## src/rtl/tws_pkg.sv

```systemverilog
// Package: shared types and sizing for the shared timer/watchdog divider.
// Assumes: ratio field width fixes the divider width (2**RATIO_W bits).
package tws_pkg;
    typedef enum logic {
        OWN_TMR = 1'b0,
        OWN_WDT = 1'b1
    } owner_e;

    localparam int RATIO_W_DEF = 3;
    localparam int SYNC_DEF    = 2;
    localparam int INH_DEF     = 2;
endpackage

```

## src/rtl/tws_pin_sync.sv

```systemverilog
// Module: tws_pin_sync
// Synchronises the external count pin through STAGES flops, then flags a
// rising or falling transition of the synchronised level for one cycle.
// Assumes: pin is asynchronous; events are combinational from flops only.
module tws_pin_sync #(
    parameter int STAGES = 2
) (
    input  logic clk,
    input  logic rst_n,
    input  logic pin,
    output logic rise,
    output logic fall
);
    logic [STAGES-1:0] chain;
    logic              last_q;

    // First synchroniser stage samples the raw pin.
    always_ff @(posedge clk) begin
        if (!rst_n) chain[0] <= 1'b0;
        else        chain[0] <= pin;
    end

    genvar g;
    generate
        for (g = 1; g < STAGES; g++) begin : g_stage
            // Further synchroniser stages.
            always_ff @(posedge clk) begin
                if (!rst_n) chain[g] <= 1'b0;
                else        chain[g] <= chain[g-1];
            end
        end
    endgenerate

    // Remember the previous synchronised level for edge detection.
    always_ff @(posedge clk) begin
        if (!rst_n) last_q <= 1'b0;
        else        last_q <= chain[STAGES-1];
    end

    // Transition flags of the synchronised level.
    always_comb begin
        rise = chain[STAGES-1] & ~last_q;
        fall = ~chain[STAGES-1] & last_q;
    end

    a_r9_single_edge: assert property (@(posedge clk) disable iff (!rst_n)
        $onehot0({rise, fall}));
endmodule

```

## src/rtl/tws_divider.sv

```systemverilog
// Module: tws_divider
// Shared divide counter. Counts inc pulses, is emptied by clr, and emits a
// tick when the low bits picked by the ratio all roll over together.
// Timer owner divides by 2^(n+1); watchdog owner by 2^n (n=0 passes through).
// Assumes: clr has priority over inc and suppresses the tick.
module tws_divider
    import tws_pkg::*;
#(
    parameter int RATIO_W = 3
) (
    input  logic               clk,
    input  logic               rst_n,
    input  owner_e             owner,
    input  logic [RATIO_W-1:0] ratio,
    input  logic               inc,
    input  logic               clr,
    output logic               tick
);
    localparam int PRE_W = 1 << RATIO_W;

    logic [PRE_W-1:0] cnt_q;
    logic [RATIO_W:0] span;
    logic [PRE_W:0]   one_hot;
    logic [PRE_W:0]   mask;
    logic             full;

    // Select how many low bits must be all ones for a divided tick.
    always_comb begin
        span    = {1'b0, ratio} + {{RATIO_W{1'b0}}, (owner == OWN_TMR)};
        one_hot = {{PRE_W{1'b0}}, 1'b1} << span;
        mask    = one_hot - {{PRE_W{1'b0}}, 1'b1};
        full    = ((cnt_q & mask[PRE_W-1:0]) == mask[PRE_W-1:0]);
        tick    = inc & ~clr & full;
    end

    // Divider counter: clear wins, else count.
    always_ff @(posedge clk) begin
        if (!rst_n || clr) cnt_q <= '0;
        else if (inc)      cnt_q <= cnt_q + 1'b1;
    end

    a_r8_clear_empties: assert property (@(posedge clk) disable iff (!rst_n)
        clr |=> (cnt_q == '0));
    a_r2_tick_needs_inc: assert property (@(posedge clk) disable iff (!rst_n)
        tick |-> (inc && !clr));
endmodule

```

## src/rtl/tws_timer.sv

```systemverilog
// Module: tws_timer
// 8-bit timer register with load, increment, wrap flag and a post-write
// hold-off that discards source events for INH_CYC cycles.
// Assumes: inc is derived from evt_ok (directly or through the divider).
module tws_timer #(
    parameter int TMR_W   = 8,
    parameter int INH_CYC = 2
) (
    input  logic             clk,
    input  logic             rst_n,
    input  logic             raw_evt,
    input  logic             inc,
    input  logic             wr,
    input  logic [TMR_W-1:0] wr_data,
    output logic             evt_ok,
    output logic [TMR_W-1:0] value,
    output logic             ovf
);
    localparam int IW = $clog2(INH_CYC + 1);

    logic [IW-1:0]    inh_q;
    logic [TMR_W-1:0] cnt_q;
    logic             ovf_q;

    // Source events pass only when no hold-off is pending.
    always_comb evt_ok = raw_evt & (inh_q == '0);

    // Hold-off counter armed by a write.
    always_ff @(posedge clk) begin
        if (!rst_n)             inh_q <= '0;
        else if (wr)            inh_q <= IW'(INH_CYC);
        else if (inh_q != '0)   inh_q <= inh_q - 1'b1;
    end

    // Timer register: write wins over increment.
    always_ff @(posedge clk) begin
        if (!rst_n)   cnt_q <= '0;
        else if (wr)  cnt_q <= wr_data;
        else if (inc) cnt_q <= cnt_q + 1'b1;
    end

    // Wrap flag for the cycle that shows the wrapped value.
    always_ff @(posedge clk) begin
        if (!rst_n) ovf_q <= 1'b0;
        else        ovf_q <= ~wr & inc & (&cnt_q);
    end

    always_comb begin
        value = cnt_q;
        ovf   = ovf_q;
    end

    a_r4_write_loads: assert property (@(posedge clk) disable iff (!rst_n)
        wr |=> (cnt_q == $past(wr_data)));
    a_r4_holdoff: assert property (@(posedge clk) disable iff (!rst_n)
        ($past(wr) && !wr) |=> $stable(cnt_q));
    a_r5_ovf_shows_zero: assert property (@(posedge clk) disable iff (!rst_n)
        ovf_q |-> (cnt_q == '0));
endmodule

```

## src/rtl/tws_watchdog.sv

```systemverilog
// Module: tws_watchdog
// Watchdog counter advanced by adv pulses, emptied by clr; pulses timeout
// for one cycle on wrap when enabled.
// Assumes: adv comes from the divider or the raw tick, chosen by the top.
module tws_watchdog #(
    parameter int WDT_W = 8
) (
    input  logic clk,
    input  logic rst_n,
    input  logic adv,
    input  logic clr,
    input  logic en,
    output logic timeout
);
    logic [WDT_W-1:0] cnt_q;
    logic             to_q;

    // Watchdog count: clear wins, else advance.
    always_ff @(posedge clk) begin
        if (!rst_n || clr) cnt_q <= '0;
        else if (adv)      cnt_q <= cnt_q + 1'b1;
    end

    // Registered timeout pulse on wrap.
    always_ff @(posedge clk) begin
        if (!rst_n) to_q <= 1'b0;
        else        to_q <= ~clr & adv & en & (&cnt_q);
    end

    always_comb timeout = to_q;

    a_r7_needs_enable: assert property (@(posedge clk) disable iff (!rst_n)
        to_q |-> $past(en));
    a_r6_clear_blocks: assert property (@(posedge clk) disable iff (!rst_n)
        clr |=> !to_q);
    a_r7_wrapped_to_zero: assert property (@(posedge clk) disable iff (!rst_n)
        to_q |-> (cnt_q == '0));
endmodule

```

## src/rtl/tws_top.sv

```systemverilog
// Module: tmr_wdt_share
// Top of the shared timer/watchdog divider unit. Picks the timer source,
// steers the single divider to its owner, routes clear events by owner,
// and empties the divider whenever ownership changes.
// Assumes: configuration inputs are synchronous to clk.
module tmr_wdt_share
    import tws_pkg::*;
#(
    parameter int RATIO_W = RATIO_W_DEF,
    parameter int TMR_W   = 8,
    parameter int WDT_W   = 8,
    parameter int SYNC_N  = SYNC_DEF,
    parameter int INH_CYC = INH_DEF
) (
    input  logic               clk,
    input  logic               rst_n,
    input  logic               cyc_en,
    input  logic               ext_pin,
    input  logic               cfg_src_ext,
    input  logic               cfg_fall_edge,
    input  logic               cfg_wdt_own,
    input  logic [RATIO_W-1:0] cfg_ratio,
    input  logic               tmr_wr,
    input  logic [TMR_W-1:0]   tmr_wr_data,
    input  logic               wdt_clr,
    input  logic               wdt_tick,
    input  logic               wdt_en,
    output logic [TMR_W-1:0]   tmr_value,
    output logic               tmr_ovf,
    output logic               wdt_timeout
);
    owner_e owner, owner_q;
    logic   ext_rise, ext_fall, raw_evt, evt_ok;
    logic   own_chg, div_inc, div_clr, div_tick;
    logic   tmr_inc, wdt_adv;

    tws_pin_sync #(.STAGES(SYNC_N)) u_sync (
        .clk (clk), .rst_n(rst_n), .pin(ext_pin),
        .rise(ext_rise), .fall(ext_fall)
    );

    // Remember last owner to detect a reassignment.
    always_ff @(posedge clk) begin
        if (!rst_n) owner_q <= OWN_TMR;
        else        owner_q <= owner;
    end

    // Source selection, divider steering and owner-dependent clears.
    always_comb begin
        owner   = owner_e'(cfg_wdt_own);
        raw_evt = cfg_src_ext ? (cfg_fall_edge ? ext_fall : ext_rise) : cyc_en;
        own_chg = (owner != owner_q);
        div_inc = (owner == OWN_WDT) ? wdt_tick : evt_ok;
        div_clr = own_chg
                | ((owner == OWN_TMR) & tmr_wr)
                | ((owner == OWN_WDT) & wdt_clr);
        tmr_inc = (owner == OWN_WDT) ? evt_ok : div_tick;
        wdt_adv = (owner == OWN_WDT) ? div_tick : wdt_tick;
    end

    tws_divider #(.RATIO_W(RATIO_W)) u_div (
        .clk  (clk), .rst_n(rst_n), .owner(owner), .ratio(cfg_ratio),
        .inc  (div_inc), .clr(div_clr), .tick(div_tick)
    );

    tws_timer #(.TMR_W(TMR_W), .INH_CYC(INH_CYC)) u_tmr (
        .clk    (clk), .rst_n(rst_n), .raw_evt(raw_evt), .inc(tmr_inc),
        .wr     (tmr_wr), .wr_data(tmr_wr_data), .evt_ok(evt_ok),
        .value  (tmr_value), .ovf(tmr_ovf)
    );

    tws_watchdog #(.WDT_W(WDT_W)) u_wdt (
        .clk(clk), .rst_n(rst_n), .adv(wdt_adv), .clr(wdt_clr),
        .en (wdt_en), .timeout(wdt_timeout)
    );

    a_r8_no_tick_on_switch: assert property (@(posedge clk) disable iff (!rst_n)
        own_chg |-> !div_tick);
    a_r3_timer_direct: assert property (@(posedge clk) disable iff (!rst_n)
        (cfg_wdt_own && !tmr_wr && evt_ok && tmr_value != '1) |=> (tmr_value == $past(tmr_value) + 1'b1));
endmodule

```

## config.mk

```make
export PLATFORM = sky130hd
export DESIGN_NAME = tmr_wdt_share
export DESIGN_NICKNAME = d
export VERILOG_FILES = /design/src/rtl/tws_pkg.sv /design/src/rtl/tws_pin_sync.sv /design/src/rtl/tws_divider.sv /design/src/rtl/tws_timer.sv /design/src/rtl/tws_watchdog.sv /design/src/rtl/tws_top.sv
export SDC_FILE = /design/constraint.sdc
export NUM_CORES = 1
export LEC_CHECK = 0
export BUFFER_PORTS_ARGS = -buffer_cell sky130_fd_sc_hd__buf_2
export CAP_MARGIN = 20
export CORE_MARGIN = 2
export CORE_UTILIZATION = 52
export CTS_BUF_LIST = sky130_fd_sc_hd__clkbuf_4 sky130_fd_sc_hd__clkbuf_8
export DETAILED_ROUTE_END_ITERATION = 7
export HOLD_SLACK_MARGIN = 0.03
export PLACE_DENSITY = 0.84
export SLEW_MARGIN = 15
export SYNTH_ARGS = -nofsm -noshare
export SYNTH_HDL_FRONTEND = slang
export SYNTH_SLANG_ARGS = --single-unit
```

## constraint.sdc

```tcl
create_clock -name clk -period 3 [get_ports clk]
set_input_delay 0.15 -clock clk [delete_from_list [all_inputs] [get_ports clk]]
set_output_delay 0.15 -clock clk [all_outputs]
set_load 0.01 [all_outputs]
```

# Yosys cells after proc, flatten, opt, wreduce, memory -nomap -nowiden

Cells that the tools add are included.

Word-level logic and storage cells: 61
Input port bits: 22
Output and inout bits: 10
Register bits: 32

Bitwise operators: 22
Shift operators: 1
$add $sub $neg: 6
Multiplexer cells: 9
Reduce and logical (&&, ||, !) cells: 10
Equal/unequal tests: 2

Operators by type and width:

| cell                                                                | count |
|---|---|
| 8-bit by 1-bit adder with 8-bit output (second input constant)      | 3 |
| 8-bit 2-to-1 mux                                                    | 2 |
| 8-bit AND reduction                                                 | 2 |
| 1-bit bitwise AND                                                   | 12 |
| 8-bit bitwise AND                                                   | 1 |
| 8-bit equality test                                                 | 1 |
| 1-bit by 4-bit left shift with 8-bit output (first input constant)  | 1 |
| 8-bit by 1-bit subtractor with 8-bit output (second input constant) | 1 |
| 1-bit NOT                                                           | 7 |
| 2-bit nonzero test                                                  | 3 |
| 1-bit 2-to-1 mux                                                    | 5 |
| 3-bit by 1-bit adder with 4-bit output                              | 1 |
| 2-bit 2-to-1 mux                                                    | 2 |
| 2-bit zero test                                                     | 1 |
| 1-bit logical OR                                                    | 2 |
| 1-bit bitwise OR                                                    | 2 |
| 2-bit OR reduction                                                  | 1 |
| 2-bit by 1-bit subtractor with 2-bit output (second input constant) | 1 |
| 1-bit zero test                                                     | 1 |
| 1-bit inequality test                                               | 1 |

# Logic depth before layout (Yosys ltp)

Gate-level depths: netlist of run 1.

Depth after elaboration: 12
Gate-level depth with buffers: 17
Depth with buffers taken out: 15

# Modules after synthesis

Synthesis of run 1 repeated with hierarchy kept, for this count alone.

Cell total of the unflattened synthesis: 221
Area total of the unflattened synthesis: 1891.8 µm²

Modules (own cells, without submodules):

| module        | area each (µm²) | times used | cells each | seq. area each (µm²) |
|---|---|---|---|---|
| tws_divider   | 759.5           | 1          | 100        | 160.2 |
| tws_timer     | 569.3           | 1          | 61         | 220.2 |
| tws_watchdog  | 376.6           | 1          | 41         | 180.2 |
| tmr_wdt_share | 95.1            | 1          | 11         | 20.0 |
| tws_pin_sync  | 91.3            | 1          | 8          | 60.1 |

# Least setup slack after synthesis of run 1

No wires, ideal clock.

Path type: input to register
Start: in cfg_wdt_own
End: reg u_tmr.cnt_q[6], in the netlist u_tmr.value[6]
Required time: 2.926 ns
Arrival time: 2.995 ns
Slack: -0.070 ns
Setup time: 0.074 ns
Path buffers: 1
Stages: 16
Cells stage by stage: inv_1 > ha_1 > ha_1 > buf_6 > xnor2_1 > a22oi_1 > or2_1 > ha_1 > inv_1 > a311oi_1 > a21boi_0 > o21bai_1 > o211ai_2 > o31a_1 > or4_1 > a31oi_1

Word-level cells in the longest chain between the ends: 9
Elaborated cells between the ends (all ways): 17
Those cells by class: 2 x add/sub; 2 x eq/ne; 1 x shift; 2 x mux; 9 x bitwise; 1 x reduce/logical

Ends and longest elaborated chain:

| what                                                                                   | line                                 | source |
|---|---|---|
| start, declared                                                                        | tws_top.sv:21                        | `input logic cfg_wdt_own,` |
| 1-bit NOT                                                                              | tws_divider.sv:29, tws_top.sv:55     |  |
| 3-bit by 1-bit adder with 4-bit output / 1-bit bitwise AND (equally long branches)     | tws_divider.sv:29, tws_top.sv:55     |  |
| 1-bit by 4-bit left shift with 8-bit output / 1-bit bitwise OR (equally long branches) | tws_divider.sv:30, tws_top.sv:55     |  |
| 8-bit by 1-bit subtractor with 8-bit output / 1-bit bitwise OR (equally long branches) | tws_divider.sv:31, tws_top.sv:56     |  |
| 8-bit bitwise AND / 1-bit NOT (equally long branches)                                  | tws_divider.sv:32, tws_divider.sv:33 |  |
| 8-bit equality test / 1-bit bitwise AND (equally long branches)                        | tws_divider.sv:32, tws_divider.sv:33 |  |
| 1-bit bitwise AND                                                                      | tws_divider.sv:33                    | `tick = inc & ~clr & full;` |
| 1-bit 2-to-1 mux (*)                                                                   | tws_top.sv:57                        | `tmr_inc = (owner == OWN_WDT) ? evt_ok : div_tick;` |
| 2-bit nonzero test (no line) (*)                                                       | -                                    |  |
| end signal, assigned                                                                   | tws_timer.sv:38                      | `else if (wr) cnt_q <= wr_data;` |
| end signal, assigned                                                                   | tws_timer.sv:39                      | `else if (inc) cnt_q <= cnt_q + 1'b1;` |
| end, declared                                                                          | tws_timer.sv:22                      | `logic [TMR_W-1:0] cnt_q;` |

Mark *: on every way between the ends. The rest lies on a longest branch, timed or not.
A chain may end at the register's enable or synchronous reset.

# Final worst setup path of run 1

Start: in cfg_wdt_own
End: reg u_tmr.cnt_q[4], in the netlist u_tmr.value[4]

The elaborated chain is that of the path after synthesis.

==> key figures, run 1 <==
STA
  • Worst-Margin Slew: 459 ps
  • Max frequency: 0.364 GHz
  • Total negative slack: 0 ps
  • Setup-failing EPs final: 0
  • Fin crit share: 91.6%
  • Slew Viols, Final: 0
  • Worst clock skew: 2.68 ps
  • Final Hold Viols: 0
  • Slew headroom: 69.2%
  • Final Critical Period: 2750 ps

Place
  • Dpl hpwl: 2970 um
  • Global placement routability congestion: 0.865
  • Placed Cells: 317
  • IO buf count: 31
  • Placement Cell Area: 2200 um2

Synthesis
  • EDFF count, synth: 0
  • Top cell type by total area after synthesis: dfxtp_1
  • Top cell type's share of synthesized area: 33.3%
  • Syn_area_per_cell: 8.29 um2
  • Mapped Nets: 261
  • Commonest cells in the netlist: dfxtp_1, nor2_1, nand3_1
  • Post-Syn Area: 1920 um2
  • Mapped Cells: 232
  • Synth Flop Type: dfxtp_1
  • Synth top area cells: dfxtp_1, ha_1, nand3_1, o21ai_0, nor2_1
  • Yosys cell types: 55
  • Asr flop ratio synth: 0%
  • Yosys reg bits: 32
  • Most common cell in the netlist: dfxtp_1
  • Post-synthesis sequential area ratio: 33.3%
  • YS warnings: 0

Worst hold path
  • HP Class: in -> reg
  • Hold Crit Depth: 2

Power and ir drop
  • Leakage: 0.937 nW
  • Total power: 1.06 mW
  • Psw: 0.277 mW
  • P per Cell Area: 450 nW/um2
  • Int Pwr: 0.779 mW
  • Switching share of total power: 26.2%
  • Clk network pwr share: 40.1%
  • VDD IR-drop max: 0.260 mV
  • Sequential share of power: 42.6%
  • Power share of the combinational group: 17.2%

Finish
  • Fin util: 65.1%
  • Filler cells: 309
  • Storage element area: 641 um2
  • Final Instance Count excl. Fillers: 325
  • Area growth from synthesis to layout: 22.0%
  • Area of the multi-input gates: 1220 um2
  • ANT cells: 0
  • Share of layout cells above drive strength 1: 26.0%
  • Design Area, Final: 2350 um2
  • Nets: 305

Routing
  • Vias: 1817
  • Antenna Nets Post-Route: 0
  • Wirelength per Cell: 12.8 um
  • First-pass iteration count of the detailed router: 4
  • Remaining DRCs: 0
  • Vias per inst: 5.59
  • DR iter-0 viols: 99
  • WL final: 4160 um

Die
  • Core ar.: 3610 um2
  • Die W: 64.8 um
  • Die height: 64.8 um
  • I/O pins: 32
  • Site Rows: 22
  • Initial Util: 53.4%
  • Die Area: 4200 um2

Setup path
  • Worst path cell trace: buf_2 > inv_1 > ha_1 > ha_4 > xnor2_4 > a22oi_1 > or2_1 > ha_1 > nor2_1 > a211oi_2 > o2111ai_2 > o31a_1 > buf_4 > or3_1 > a31oi_1
  • Worst R2R Path Depth: 8
  • CP endpoint kind: flop
  • Crit path buf inv count: 3
  • Worst-path maximum fanout: 6
  • Max stage delay on crit path: 390 ps
  • Crit path top cell by count: ha_1
  • Worst path depth: 15
  • Startpoint Class: input pin
  • WS Path Type: in -> reg
  • CP delay by family, top: compound AO/OA/AOI/OAI gates
  • Slowest cell on crit path: o31a_1
  • CP Data Required Time: 3220 ps
  • Data arrival, critical path: 2970 ps

GRT
  • Vias in the first global route: 1647
  • Antenna violations before repair: 0
  • All-Layer GR Usage: 21.7%
  • First-pass GRT wire length: 7170 um
  • Largest net degree at the start of global routing: 24
  • GRT overflow: 0

Clocking
  • H-tree lvl count: 2
  • Clock tree root driver cell: clkbuf_8
  • Clk pin slew, worst setup/hold paths: 70 ps
  • Clock sink total: 32
  • Worst-skew pair later-pin latency: 290 ps
  • CTS tree: built
  • Max Root-Sink Buffers: 2
  • CTS Buf Count: 5

Run
  • Max-Cap Viols: 0

Status
  • Outcome: finished, final reports clean
-- logic make-up after synthesis --
group | synth area share [%]
AND/OR/NAND/NOR | 29.7
XOR/XNOR | 5.92
AO/OA/AOI/OAI | 18.5
adder cells (fa/ha/maj) | 4.55
buffers and inverters | 5.79
flip-flops | 33.3
multiplexers | 2.28
-- state kept, by name, indices dropped and copies added (netlist names) --
name	count
u_tmr.value	8
u_sync.last_q	1
u_tmr.ovf	1
u_wdt.timeout	1
u_tmr.inh_q	2
u_wdt.cnt_q	8
u_div.cnt_q	8
u_sync.chain	2
owner_q	1
-- routing by layer --
| metal | part of all wire (%) | up-vias | wire (um) | global-route usage, % |
|---|---|---|---|---|
| met5 | 0 | - | 0 | 0 |
| met4 | 1.5 | 0 | 63 | 8.24 |
| met3 | 4.3 | 7 | 177 | 5.38 |
| met2 | 46 | 38 | 1920 | 35.1 |
| met1 | 48 | 836 | 2000 | 28.0 |
| li1 | - | 936 | - | - |
-- through the flow --
| step | worst slack, ps | hold WS (ps) |
|---|---|---|
| finish | 251 | 61.1 |
| global route | -4.35 | 63.8 |
| CTS | 144 | 58.5 |
| detailed placement | -163 | 368 |
| global placement | -40.4 | 363 |
| floorplan | 8.32 | 272 |
-- worst paths after layout --
check	start	endpoint	slack, ps
worst max register to register	u_sync.chain[1]	u_wdt.cnt_q[6]	350
worst min register to register	u_sync.chain[0]	u_sync.chain[1]	450
worst min-delay path	ext_pin	u_sync.chain[0]	60
worst max-delay path	cfg_wdt_own	u_tmr.value[4]	250
-- what timing repair did --
action	4_1_cts	5_1_grt
setup buffers	0	0
setup endpoints to repair	0	9
hold buffers	0	0
resized for setup	0	6
-- layout make-up --
cell class                      instances  share of cell area [%]
Timing Repair Buffer                   48                    12.0
Tap cell                               48                    2.56
Clock buffer                            6                    3.25
Multi-Input combinational cell        181                    52.1
Clock inverter                          2                    1.49
Inverter                                8                    1.28
Sequential cell                        32                    27.3
-- placed cells by master (no fill, tap or decap), types with 8 or more instances in the layout --
master	count
a21oi_1	9
buf_2	31
buf_4	17
dfxtp_1	32
inv_1	8
nand2_1	14
nand3_1	16
nor2_1	16
o21ai_0	15
-- power groups by stage --
| stage | clock network, mW | logic [mW] | registers [mW] |
|---|---|---|---|
| CTS | 0.429 | 0.173 | 0.450 |
| global route | 0.449 | 0.201 | 0.452 |
| finish | 0.424 | 0.182 | 0.450 |
| global placement | 0 | 0.168 | 0.459 |
| floorplan | 0 | 0.112 | 0.461 |
| detailed placement | 0 | 0.171 | 0.459 |
(Power assumes the default switching activity.)
==> inputs of run 2 (changes only) <==
--- a/config.mk
+++ b/config.mk
@@ -7,12 +7,14 @@
 export LEC_CHECK = 0
 export BUFFER_PORTS_ARGS = -buffer_cell sky130_fd_sc_hd__buf_2
 export CAP_MARGIN = 20
+export CELL_PAD_IN_SITES_DETAIL_PLACEMENT = 1
+export CELL_PAD_IN_SITES_GLOBAL_PLACEMENT = 1
 export CORE_MARGIN = 2
-export CORE_UTILIZATION = 52
+export CORE_UTILIZATION = 39
 export CTS_BUF_LIST = sky130_fd_sc_hd__clkbuf_4 sky130_fd_sc_hd__clkbuf_8
 export DETAILED_ROUTE_END_ITERATION = 7
 export HOLD_SLACK_MARGIN = 0.03
-export PLACE_DENSITY = 0.84
+export PLACE_DENSITY = 0.85
 export SLEW_MARGIN = 15
 export SYNTH_ARGS = -nofsm -noshare
 export SYNTH_HDL_FRONTEND = slang
==> run 2 against run 1 <==
Compared with the run above: largest power group is now the clock network; sequential power hardly changed; clock power is 7.8% higher; sequential cell count stayed put; sequential share of layout area is 0.78 points lower; worst hold slack better by 16 ps.
==> key figures, run 2 (same netlist as run 1, synthesis figures left out) <==
STA
  • Final Hold Viols: 0 (unchanged)
  • Final Critical Period: 2890 ps (was 2750 ps)
  • Slew Viols, Final: 0 (unchanged)
  • Max frequency: 0.346 GHz (was 0.364 GHz)
  • Fin crit share: 96.3% (was 91.6%)
  • Final WS setup: 112 ps (was 251 ps)
  • Worst clock skew: 6.27 ps (was 2.68 ps)
  • Worst-Margin Slew: 410 ps (was 459 ps)
  • RSZ-0062 raised after global routing: true
  • Setup-failing EPs final: 0 (unchanged)
  • Slew headroom: 72.7% (was 69.2%)

Finish
  • Share of layout cells above drive strength 1: 27.4% (was 26.0%)
  • Storage element area: 641 um2 (unchanged)
  • Area of the multi-input gates: 1230 um2 (was 1220 um2)
  • Design Area, Final: 2420 um2 (was 2350 um2)
  • Most frequent cells in the layout: dfxtp_1, buf_2, buf_4, nor2_1, nand3_1 (unchanged)
  • Area growth from synthesis to layout: 25.6% (was 22.0%)
  • ANT cells: 0 (unchanged)
  • Final Instance Count excl. Fillers: 348 (was 325)
  • Nets: 309 (was 305)
  • Most common cell after layout, fill and taps aside: dfxtp_1 (unchanged)
  • Filler cells: 599 (was 309)
  • Fin util: 50.8% (was 65.1%)

Die
  • Core ar.: 4750 um2 (was 3610 um2)
  • Die height: 74.2 um (was 64.8 um)
  • Die W: 74.2 um (was 64.8 um)
  • I/O pins: 32 (unchanged)
  • Site Rows: 25 (was 22)
  • Die Area: 5510 um2 (was 4200 um2)
  • Initial Util: 40.5% (was 53.4%)

Setup path
  • Startpoint Class: input pin (unchanged)
  • R2R setup slack: 280 ps (was 350 ps)
  • CP Data Required Time: 3180 ps (was 3220 ps)
  • WS Path Type: in -> reg (unchanged)
  • Data arrival, critical path: 3060 ps (was 2970 ps)
  • Crit path top cell by count: ha_1 (unchanged)
  • Max stage delay on crit path: 440 ps (was 390 ps)
  • Worst path cell trace: buf_2 > inv_1 > ha_1 > ha_4 > xnor2_4 > a22oi_1 > or2_1 > ha_1 > buf_4 > xnor2_1 > o2111ai_2 > o31a_2 > clkbuf_2 > o31a_1 > o21a_1 (was buf_2 > inv_1 > ha_1 > ha_4 > xnor2_4 > a22oi_1 > or2_1 > ha_1 > nor2_1 > a211oi_2 > o2111ai_2 > o31a_1 > buf_4 > or3_1 > a31oi_1)
  • Crit path buf inv count: 4 (was 3)
  • Slowest cell on crit path: o31a_2 (was o31a_1)
  • CP delay by family, top: compound AO/OA/AOI/OAI gates (unchanged)
  • Worst-path maximum fanout: 6 (unchanged)
  • CP endpoint kind: flop (unchanged)

Power and ir drop
  • Sequential share of power: 41.1% (was 42.6%)
  • Psw: 0.281 mW (was 0.277 mW)
  • Clk network pwr share: 41.5% (was 40.1%)
  • Power share of the combinational group: 17.4% (was 17.2%)
  • P per Cell Area: 455 nW/um2 (was 450 nW/um2)
  • Switching share of total power: 25.5% (was 26.2%)
  • Total power: 1.10 mW (was 1.06 mW)
  • Leakage: 0.960 nW (was 0.937 nW)
  • Int Pwr: 0.819 mW (was 0.779 mW)
  • VDD IR-drop max: 0.180 mV (was 0.260 mV)

Place
  • Setup WS pre-CTS: -229 ps (was -163 ps)
  • IO buf count: 31 (unchanged)
  • Placed Cells: 338 (was 317)
  • Dpl hpwl: 3860 um (was 2970 um)
  • Placement Cell Area: 2240 um2 (was 2200 um2)
  • Global placement routability congestion: 0.884 (was 0.865)

Routing
  • Vias per inst: 5.34 (was 5.59)
  • DR iter-0 viols: 81 (was 99)
  • Vias: 1857 (was 1817)
  • Wirelength per Cell: 15.3 um (was 12.8 um)
  • First-pass iteration count of the detailed router: 4 (unchanged)
  • Antenna Nets Post-Route: 0 (unchanged)
  • WL final: 5340 um (was 4160 um)
  • Remaining DRCs: 0 (unchanged)

Clocking
  • Clock tree root driver cell: clkbuf_8 (unchanged)
  • Max Root-Sink Buffers: 2 (unchanged)
  • Hold buffer count at CTS: 0 (unchanged)
  • Clock sink total: 32 (unchanged)
  • H-tree lvl count: 2 (unchanged)
  • CTS Buf Count: 5 (unchanged)
  • Clk pin slew, worst setup/hold paths: 70 ps (about the same)
  • CTS tree: built (unchanged)
  • Worst-skew pair later-pin latency: 280 ps (was 290 ps)

GRT
  • Largest net degree at the start of global routing: 24 (unchanged)
  • All-Layer GR Usage: 20.7% (was 21.7%)
  • Vias in the first global route: 1936 (was 1647)
  • Antenna violations before repair: 0 (unchanged)
  • GRT overflow: 0 (unchanged)
  • First-pass GRT wire length: 8890 um (was 7170 um)

Run
  • Max-Cap Viols: 0 (unchanged)

Worst hold path
  • HP Class: in -> reg (unchanged)

Status
  • Outcome: finished, final reports clean (unchanged)
[run 2: metrics by stage]
stage                     hold slack, ps  TNS [ps]
final                               76.7         0
after CTS                           71.5         0
after detailed placement             365     -1970
after floorplan                      272         0
after global routing                82.1      -248
after global placement               357      -427
[run 2: layout make-up]
type | instances | share of cell area [%]
flip-flops and latches | 32 | 26.5
inverters | 8 | 1.24
well taps | 67 | 3.47
repair buffers | 52 | 12.8
clock inverters | 1 | 1.24
multi-input cells | 181 | 50.7
clock buffers | 7 | 3.99
[run 2: layer usage]
layer  wire length (um)  global-route usage, %
met3                147                   3.93
met5                  0                      0
met1               2470                   26.1
met2               2630                   35.6
met4                 92                   6.75
[run 2: worst reg2reg max path: stages, from the launching register on]
cell and delay (ps):
dfxtp_1 310, or3b_1 380, a311oi_2 440, mux2i_2 220, nor2_2 140, o211ai_2 120, o31a_2 370, clkbuf_2 170
o31a_1 290, o21a_1 180
[run 2: worst paths after layout]
kind / from / endpoint / depth (start not counted)
worst max-delay path: cfg_wdt_own / u_wdt.cnt_q[7] / 15
worst min-delay path: ext_pin / u_sync.chain[0] / 2
worst max register to register: u_sync.last_q / u_wdt.cnt_q[7] / 9
worst min register to register: u_sync.chain[0] / u_sync.chain[1] / 1
[run 2: power by group through the flow]
stage | logic (mW) | registers (mW) | clock network (mW)
6_report | 0.191 | 0.452 | 0.457
5_1_grt | 0.212 | 0.454 | 0.481
4_1_cts | 0.181 | 0.452 | 0.463
3_5_place_dp | 0.179 | 0.461 | 0
3_3_place_gp | 0.172 | 0.460 | 0
2_1_floorplan | 0.112 | 0.461 | 0
[run 2: repair_timing]
item | in CTS | in global routing
gates resized for setup | 0 | 7
endpoints found under the hold margin | 0 | 0
endpoints found under the setup margin | 0 | 14
buffers inserted | 0 | 2
==> inputs of run 3 (changes only) <==
--- a/config.mk
+++ b/config.mk
@@ -9,7 +9,6 @@
 export CAP_MARGIN = 20
 export CELL_PAD_IN_SITES_DETAIL_PLACEMENT = 1
 export CELL_PAD_IN_SITES_GLOBAL_PLACEMENT = 1
-export CORE_MARGIN = 2
 export CORE_UTILIZATION = 39
 export CTS_BUF_LIST = sky130_fd_sc_hd__clkbuf_4 sky130_fd_sc_hd__clkbuf_8
 export DETAILED_ROUTE_END_ITERATION = 7
==> run 3 against run 2 <==
Compared with the run above: clock power is 24% lower; worst setup slack better by 16 ps; sequential cell count unchanged; die area decreased by 5.3%; routed wire length increased by 0.58%; sequential share of layout area hardly changed; non-clock buffer count fell by 1; register-to-register slack about the same; critical path depth fell by 1; global-route usage is 0.86 points higher; first-iteration DRC count is 12% lower.
==> key figures, run 3 (same netlist as run 1, synthesis figures left out) <==
Routing
  • Vias per inst: 5.45 (was 5.34)
  • Vias: 1891 (was 1857)
  • WL met2: 2680 um (was 2630 um)
  • Remaining DRCs: 0 (unchanged)
  • DR iter-0 viols: 71 (was 81)
  • WL final: 5370 um (was 5340 um)
  • Max Used Layer: met4 (unchanged)
  • Metal-1 WL: 2370 um (was 2470 um)
  • Wirelength per Cell: 15.5 um (was 15.3 um)
  • Antenna Nets Post-Route: 0 (unchanged)
  • First-pass iteration count of the detailed router: 4 (unchanged)
  • Metal3 WL: 205 um (was 147 um)

GRT
  • Antenna violations before repair: 0 (unchanged)
  • Largest net degree at the start of global routing: 24 (unchanged)
  • All-Layer GR Usage: 21.5% (was 20.7%)
  • Vias in the first global route: 1878 (was 1936)
  • GRT overflow: 0 (unchanged)
  • First-pass GRT wire length: 8650 um (was 8890 um)

Finish
  • Most frequent cells in the layout: dfxtp_1, buf_2, buf_4, nand3_1 (was dfxtp_1, buf_2, buf_4, nor2_1, nand3_1)
  • ANT cells: 0 (unchanged)
  • Area growth from synthesis to layout: 25.5% (was 25.6%)
  • Nets: 308 (was 309)
  • Most common cell after layout, fill and taps aside: dfxtp_1 (unchanged)
  • Share of layout cells above drive strength 1: 28.2% (was 27.4%)
  • Fin util: 51.1% (was 50.8%)

STA
  • Final Critical Period: 2870 ps (was 2890 ps)
  • Fin crit share: 95.8% (was 96.3%)
  • Hold Worst Slack: 66.1 ps (was 76.7 ps)
  • Slew Viols, Final: 0 (unchanged)
  • Setup-failing EPs final: 0 (unchanged)
  • Worst-Margin Slew: 391 ps (was 410 ps)
  • Max frequency: 0.348 GHz (was 0.346 GHz)
  • Final Hold Viols: 0 (unchanged)
  • Worst clock skew: 4.25 ps (was 6.27 ps)
  • Slew headroom: 73.9% (was 72.7%)

Setup path
  • CP endpoint kind: flop (unchanged)
  • Worst R2R Path Depth: 9 (unchanged)
  • Crit. Startpoint: cfg_wdt_own (unchanged)
  • Startpoint Class: input pin (unchanged)
  • CP Data Required Time: 3230 ps (was 3180 ps)
  • Data arrival, critical path: 3100 ps (was 3060 ps)
  • Reg-to-Reg Start: u_sync.last_q (unchanged)
  • Worst-path maximum fanout: 11 (was 6)
  • WS Path Type: in -> reg (unchanged)

Clocking
  • Worst-skew pair later-pin latency: 290 ps (was 280 ps)
  • Max Root-Sink Buffers: 2 (unchanged)
  • CTS Buf Count: 5 (unchanged)
  • Clock sink total: 32 (unchanged)
  • Clk pin slew, worst setup/hold paths: 70 ps (about the same)
  • CTS tree: built (unchanged)
  • Clock tree root driver cell: clkbuf_8 (unchanged)
  • H-tree lvl count: 2 (unchanged)

Worst hold path
  • Hold Crit Depth: 2 (unchanged)
  • HP Start: ext_pin (unchanged)
  • HP Class: in -> reg (unchanged)

Die
  • Die height: 72.2 um (was 74.2 um)
  • Site Rows: 25 (unchanged)
  • Core ar.: 4720 um2 (was 4750 um2)
  • I/O pins: 32 (unchanged)
  • Die Area: 5220 um2 (was 5510 um2)
  • Die W: 72.2 um (was 74.2 um)
  • Initial Util: 40.7% (was 40.5%)

Place
  • Dpl hpwl: 3830 um (was 3860 um)
  • IO buf count: 31 (unchanged)
  • Global placement routability congestion: 0.800 (was 0.884)

Power and ir drop
  • P per Cell Area: 413 nW/um2 (was 455 nW/um2)
  • Total power: 0.997 mW (was 1.10 mW)
  • Leakage: 0.951 nW (was 0.960 nW)
  • VDD IR-drop max: 0.200 mV (was 0.180 mV)

Run
  • Max-Cap Viols: 0 (unchanged)

Status
  • Outcome: finished, final reports clean (unchanged)
run 3: worst paths after layout:
path / endpoint / slack (ps)
worst max-delay path: u_wdt.cnt_q[6] / 130
worst min-delay path: u_sync.chain[0] / 70
worst max register to register: u_tmr.value[4] / 290
worst min register to register: u_sync.chain[1] / 450
run 3: routing by layer:
layer  up-vias  track usage (%)
li1        931                -
met1       916             25.6
met2        36             36.4
met3         8             6.39
met4         0             8.28
met5         -                0
run 3: report_power, final:
group          internal, mW  switching [mW]
registers             0.438          0.0144
logic                0.0924           0.104
clock network         0.183           0.166
total                 0.713           0.284
run 3: timing repair:
| item | CTS | global route |
|---|---|---|
| hold buffers | 0 | 0 |
| resized for setup | 0 | 16 |
| buffers inserted | 0 | 2 |
| setup endpoints to repair | 0 | 18 |
run 3: cell type report:
cell class / instances / area, um2
fillers: 578 / 2310
multi-input cells: 181 / 1250
flip-flops and latches: 32 / 641
repair buffers: 51 / 313
well taps: 67 / 83.8
clock buffers: 6 / 82.6
inverters: 8 / 30.0
clock inverters: 2 / 10.0
run 3: through the flow:
stage | TNS [ps] | setup slack, ps | cell area, um2 | std cells
3_5_place_dp | -2590 | -268 | 2240 | 337
4_1_cts | 0 | 8.32 | 2330 | 345
5_1_grt | -3.49 | -3.49 | 2410 | 347
6_report | 0 | 127 | 2410 | 347
3_3_place_gp | -462 | -104 | 2240 | 337
2_1_floorplan | 0 | 8.32 | 1940 | 232
run 3: worst max-delay path, stage by stage:
cell and delay, ps:
buf_2 100, inv_1 90, ha_4 170, ha_4 180, xnor2_4 180, a22oi_2 80, or2_1 250, ha_2 320
nor2_1 40, a211oi_1 230, o2111ai_1 220, o31a_2 450, or4_1 480, a21oi_1 140
